File: config.mk
export PLATFORM = sky130hd
export DESIGN_NAME = result_memory_minmax
export DESIGN_NICKNAME = d
export VERILOG_FILES = /design/src/rtl/rmem_pkg.sv /design/src/rtl/rmem_slot_chain.sv /design/src/rtl/rmem_extreme.sv /design/src/rtl/rmem_view_mux.sv /design/src/rtl/result_memory_minmax.sv
export SDC_FILE = /design/constraint.sdc
export NUM_CORES = 1
export LEC_CHECK = 0
export BUFFER_PORTS_ARGS = -buffer_cell sky130_fd_sc_hd__buf_2
export CAP_MARGIN = 10
export CORE_AREA = 2 2 114 116
export DETAILED_ROUTE_END_ITERATION = 8
export DIE_AREA = 0 0 116 118
export GPL_TIMING_DRIVEN = 0
export PLACE_DENSITY = 0.66
export SLEW_MARGIN = 20
export SYNTH_ARGS = -nofsm -noshare
export SYNTH_HDL_FRONTEND = slang
export SYNTH_HIERARCHICAL = 1
export SYNTH_SLANG_ARGS = --single-unit
File: constraint.sdc
create_clock -name clk -period 9.7 [get_ports clk]
set_input_delay 0.97 -clock clk [delete_from_list [all_inputs] [get_ports clk]]
set_output_delay 0.97 -clock clk [all_outputs]
set_load 0.05 [all_outputs]
File: src/rtl/rmem_pkg.sv
package rmem_pkg;

    localparam int MAG_W = 12;
    localparam int RES_W = MAG_W + 1;
    localparam int SLOTS = 4;

    typedef logic [MAG_W-1:0] mag_t;

    typedef struct packed {
        logic sgn;
        mag_t mag;
    } res_t;

    typedef struct packed {
        logic vld;
        res_t res;
    } slot_t;

    typedef enum logic [1:0] {
        VIEW_LIVE = 2'd0,
        VIEW_LAST = 2'd1,
        VIEW_MIN  = 2'd2,
        VIEW_MAX  = 2'd3
    } view_e;

    localparam res_t RES_ZERO = '0;

    // candidate replaces the running best when it is valid and at least as good
    function automatic logic prefer_cand(slot_t cand, slot_t best, logic find_max);
        if (!cand.vld) return 1'b0;
        if (!best.vld) return 1'b1;
        if (find_max) return cand.res.mag >= best.res.mag;
        return cand.res.mag <= best.res.mag;
    endfunction

    function automatic res_t slot_value(slot_t s);
        return s.vld ? s.res : RES_ZERO;
    endfunction

endpackage

File: src/rtl/rmem_slot_chain.sv
module rmem_slot_chain
    import rmem_pkg::*;
#(
    parameter int DEPTH = SLOTS
) (
    input  logic                   clk,
    input  logic                   rst,
    input  logic                   store,
    input  logic                   clear,
    input  res_t                   din,
    output slot_t [DEPTH-1:0]      slots
);

    for (genvar i = 0; i < DEPTH; i++) begin : g_slot
        if (i == 0) begin : g_head
            always_ff @(posedge clk) begin
                if (rst || clear)
                    slots[i] <= '0;
                else if (store)
                    slots[i] <= '{vld: 1'b1, res: din};
            end
        end else begin : g_body
            always_ff @(posedge clk) begin
                if (rst || clear)
                    slots[i] <= '0;
                else if (store)
                    slots[i] <= slots[i-1];
            end

            AST_SHIFT_ORDER: assert property (@(posedge clk) disable iff (rst)
                (store && !clear) |=> slots[i] == $past(slots[i-1]));

            AST_VALID_PREFIX: assert property (@(posedge clk) disable iff (rst)
                slots[i].vld |-> slots[i-1].vld);
        end

        AST_CLEAR_EMPTIES: assert property (@(posedge clk) disable iff (rst)
            clear |=> !slots[i].vld);
    end

    AST_STORE_NEWEST: assert property (@(posedge clk) disable iff (rst)
        (store && !clear) |=> (slots[0].vld && slots[0].res == $past(din)));

endmodule

File: src/rtl/rmem_extreme.sv
module rmem_extreme
    import rmem_pkg::*;
#(
    parameter int DEPTH    = SLOTS,
    parameter bit FIND_MAX = 1'b0
) (
    input  logic              clk,
    input  logic              rst,
    input  slot_t [DEPTH-1:0] slots,
    output slot_t             best
);

    // stage[k] holds the best of slots k..DEPTH-1; newer slots sit at lower index
    slot_t stage [DEPTH+1];

    assign stage[DEPTH] = '0;

    for (genvar i = DEPTH - 1; i >= 0; i--) begin : g_stage
        assign stage[i] = prefer_cand(slots[i], stage[i+1], FIND_MAX) ? slots[i] : stage[i+1];

        if (FIND_MAX) begin : g_max_chk
            AST_EXTREME_BOUND: assert property (@(posedge clk) disable iff (rst)
                slots[i].vld |-> (best.vld && best.res.mag >= slots[i].res.mag));
        end else begin : g_min_chk
            AST_EXTREME_BOUND: assert property (@(posedge clk) disable iff (rst)
                slots[i].vld |-> (best.vld && best.res.mag <= slots[i].res.mag));
        end
    end

    assign best = stage[0];

    AST_EMPTY_NOBEST: assert property (@(posedge clk) disable iff (rst)
        !slots[0].vld |-> !best.vld);

endmodule

File: src/rtl/rmem_view_mux.sv
module rmem_view_mux
    import rmem_pkg::*;
(
    input  view_e sel,
    input  res_t  live,
    input  slot_t newest,
    input  slot_t minv,
    input  slot_t maxv,
    output res_t  dout
);

    always_comb begin
        unique case (sel)
            VIEW_LIVE: dout = live;
            VIEW_LAST: dout = slot_value(newest);
            VIEW_MIN:  dout = slot_value(minv);
            VIEW_MAX:  dout = slot_value(maxv);
            default:   dout = RES_ZERO;
        endcase
    end

endmodule

File: src/rtl/result_memory_minmax.sv
module result_memory_minmax
    import rmem_pkg::*;
#(
    parameter int DEPTH = SLOTS
) (
    input  logic             clk,
    input  logic             rst,
    input  logic [RES_W-1:0] result_in,
    input  logic             store,
    input  logic             clear,
    input  logic [1:0]       sel_out,
    output logic [RES_W-1:0] result_out
);

    localparam int N_EXT = 2;

    res_t              din;
    res_t              dout;
    slot_t [DEPTH-1:0] slots;
    slot_t             ext [N_EXT];

    assign din        = res_t'(result_in);
    assign result_out = dout;

    rmem_slot_chain #(.DEPTH(DEPTH)) u_chain (
        .clk   (clk),
        .rst   (rst),
        .store (store),
        .clear (clear),
        .din   (din),
        .slots (slots)
    );

    // index 0 finds the minimum, index 1 the maximum
    for (genvar k = 0; k < N_EXT; k++) begin : g_ext
        rmem_extreme #(.DEPTH(DEPTH), .FIND_MAX(k == 1)) u_ext (
            .clk   (clk),
            .rst   (rst),
            .slots (slots),
            .best  (ext[k])
        );
    end

    rmem_view_mux u_mux (
        .sel    (view_e'(sel_out)),
        .live   (din),
        .newest (slots[0]),
        .minv   (ext[0]),
        .maxv   (ext[1]),
        .dout   (dout)
    );

    AST_LIVE_PASS: assert property (@(posedge clk) disable iff (rst)
        (sel_out == 2'd0) |-> (result_out == result_in));

    AST_EMPTY_ZERO: assert property (@(posedge clk) disable iff (rst)
        (!slots[0].vld && sel_out != 2'd0) |-> (result_out == '0));

    AST_MIN_LE_MAX: assert property (@(posedge clk) disable iff (rst)
        ext[0].vld |-> (ext[1].vld && ext[0].res.mag <= ext[1].res.mag));

endmodule

==> flow_metrics.tcl <==
set metrics [dict create \
    cts_root_buf "clkbuf_16" \
    synth_nets 815 \
    period_needed_ns 8.47 \
    io_buffers 30 \
    power_uw 555 \
    top_usage_layer "met2" \
    netlist_area_um2 6090 \
    period_share 0.873 \
    globalRouteMet1Util 0.402 \
    arrival_ns 7.50 \
    path_max_fanout 10 \
    grt_pass1_wl_um 31600 \
    postPlaceCellArea_um2 6460 \
    switching_share 0.319 \
    ys_seq_area_frac 0.184 \
    hold_viol 0 \
    fmax_ghz 0.118 \
    first_pass_iters 5 \
    cts.sinks 56 \
    fin_area_um2 6610 \
    dp_cells 926 \
    synth_top_cell_area_share 0.184 \
    critPathKind "flip-flop to primary output" \
    ios 32 \
    globalRouteOverflowTotal 0 \
    met3_usage 0.0386 \
    grt_start_max_net_pins 20 \
    ys_ff_latch 56 \
    yosys_warnings 6 \
    crit_path_start_kind "flip-flop" \
    totalWireLength_um 20200 \
    syn2layout_area_growth_pct 8.48 \
    p_leak_nw 2.75 \
    vias_per_cell 6.31 \
    clk_path_buf_depth 2 \
    largest_reg_flops 56 \
    drive_gt1_frac 0.206 \
    postSynthAreaPerCell_um2 8.41 \
    fp.dieH_um 118 \
    cts-hold-fix-buffers 0 \
    netlist_instances 724 \
    synth_common_cells "116 x nor2_1, 72 x ha_1, 61 x nand2_1" \
    met2_usage 0.484 \
    hold_class "flip-flop to flip-flop" \
    synth_flop_cell "dfxtp_1" \
    drcViolationCount 0 \
    drt_iter0_markers 460 \
    antennaDiodeCount 0 \
    final_nets 852 \
    clock_latency_ns 0.31 \
    required_ns 8.73 \
    max_stage_delay_ns 0.52 \
    place.gp.congestion 0.962 \
    p_sw_uw 177 \
    end_kind "primary output" \
    rows 41 \
    cts_setup_buffers 0 \
    fp.dieArea_um2 13700 \
    ys_types 66 \
    slowest_stage "dfxtp_1" \
    synth_area_leaders "dfxtp_1 18%, ha_1 15%, mux2i_1 9.2%" \
    synth_top_area_cell "dfxtp_1" \
    clkTransAtPathRegs_ns 0.08 \
    drv_cap 0 \
    power_frac_seq 0.434 \
    final-setup-viol-count 0 \
    synth-async-reset-ratio 0 \
    timing.slew.headroom 0.573 \
    wl_per_cell_um 21.6 \
    status "finished clean" \
    max-vdd-ir-drop_mv 0.0673 \
    rsz0062_at_grt "false" \
    grt_pass1_vias 5710 \
    finalNonFillerCells 934 \
    start_util 0.491 \
    tightest_slew_ns 0.639 \
    antenna_left 0 \
    pwr-share-comb 0.216 \
    htree_num_levels 2 \
    setup_tns_ns 0 \
    largest_register "u_chain/slots" \
    slew_violations 0 \
    post_cts_resized 0 \
    p_per_area_nw_per_um2 84.0 \
    dp_hpwl_um 15400 \
    track_usage 0.300 \
    reg_top3 "u_chain/slots (56)" \
    core_area_um2 12400 \
    p_clk_frac 0.351 \
    die_x_um 116 \
    cts_tree "built" \
    skew_ns 0.0125 \
    cts_buffers 5 \
    intPower_uw 378 \
    antenna_found_initial 0 \
    synth_edf_count 0 \
    vias 5889 \
    yosysMostFrequentCell "nor2_1" \
]
-- area by class of cell --
| class | instances | area (µm²) |
|---|---|---|
| fill | 1194 | 5810 |
| multi-input combinational | 609 | 4580 |
| sequential | 56 | 1120 |
| buffer | 47 | 344 |
| tap | 172 | 215 |
| timing repair buffer | 30 | 150 |
| clock buffer | 5 | 125 |
| inverter | 12 | 45.0 |
| clock inverter | 3 | 26.3 |
-- through the flow --
step | setup slack, ns | util | hold slack [ns]
4_1_cts | 1.38 | 0.532 | 0.538
5_1_grt | 0.810 | 0.532 | 0.574
6_report | 1.23 | 0.532 | 0.547
3_3_place_gp | 1.83 | 0.520 | 0.511
3_5_place_dp | 1.74 | 0.520 | 0.515
2_1_floorplan | 2.18 | - | 0.475
-- worst paths after layout --
path / startpoint / cells past startpoint / slack (ns) / to
worst max-delay path: u_chain/slots[55] / 31 / 1.23 / result_out[4]
worst min-delay path: u_chain/slots[46] / 2 / 0.55 / u_chain/slots[46]
worst max register to register: u_chain/slots[22] / 2 / 8.64 / u_chain/slots[22]
worst min register to register: u_chain/slots[46] / 2 / 0.55 / u_chain/slots[46]
-- critical path, delay by kind of cell (launching register included) --
kind            cells  cell delay [ns]
compound gates     15             2.75
fa+ha+maj           3             0.98
buf+inv             4             1.34
flops               1             0.52
simple gates        9             1.58
-- cell families (layout without fill, tap and decap cells) --
family,Yosys count,count (layout),synth area share
AOI/OAI and AO/OA,202,202,0.289
and+or+nand+nor,279,279,0.223
adders and majority gates,72,72,0.148
muxes,56,56,0.0920
buffers and inverters,59,97,0.0639
DFF,56,56,0.184
-- layer usage --
layer / up-vias / wire [µm]
li1: 2776 / -
met1: 2788 / 8660
met2: 256 / 9340
met3: 69 / 1230
met4: 0 / 925
met5: - / 0
-- cell usage in the layout, fill, tap and decap left out, drive strengths merged, types with 2 or more instances in the layout --
cell type	netlist	final
nor2	117	117
ha	72	72
buf	37	67
nand2	61	61
a21oi	60	60
mux2i	56	56
dfxtp	56	56
nor3	42	42
a211oi	37	37
a21o	24	24
o21ai	16	16
clkbuf	10	15
inv	12	13
o221ai	12	12
nand4	12	12
or3	11	11
nand3	10	10
nand2b	8	8
a221oi	8	8
o2bb2ai	7	7
o21a	5	5
a32oi	5	5
o211ai	4	4
nor2b	4	4
and2	4	4
or2	3	3
a211o	3	3
a31oi	3	3
clkinvlp	0	2
o41ai	2	2
and2b	2	2
o31ai	2	2
o221a	2	2
a31o	2	2
o311ai	2	2
and3	2	2
-- power groups by stage --
stage | clock network [mW] | registers [mW] | logic (mW)
detailed placement | 0 | 0.246 | 0.118
global placement | 0 | 0.246 | 0.116
global route | 0.211 | 0.241 | 0.129
floorplan | 0 | 0.242 | 0.0937
finish | 0.195 | 0.241 | 0.120
CTS | 0.199 | 0.241 | 0.118
(Power assumes the default switching activity.)
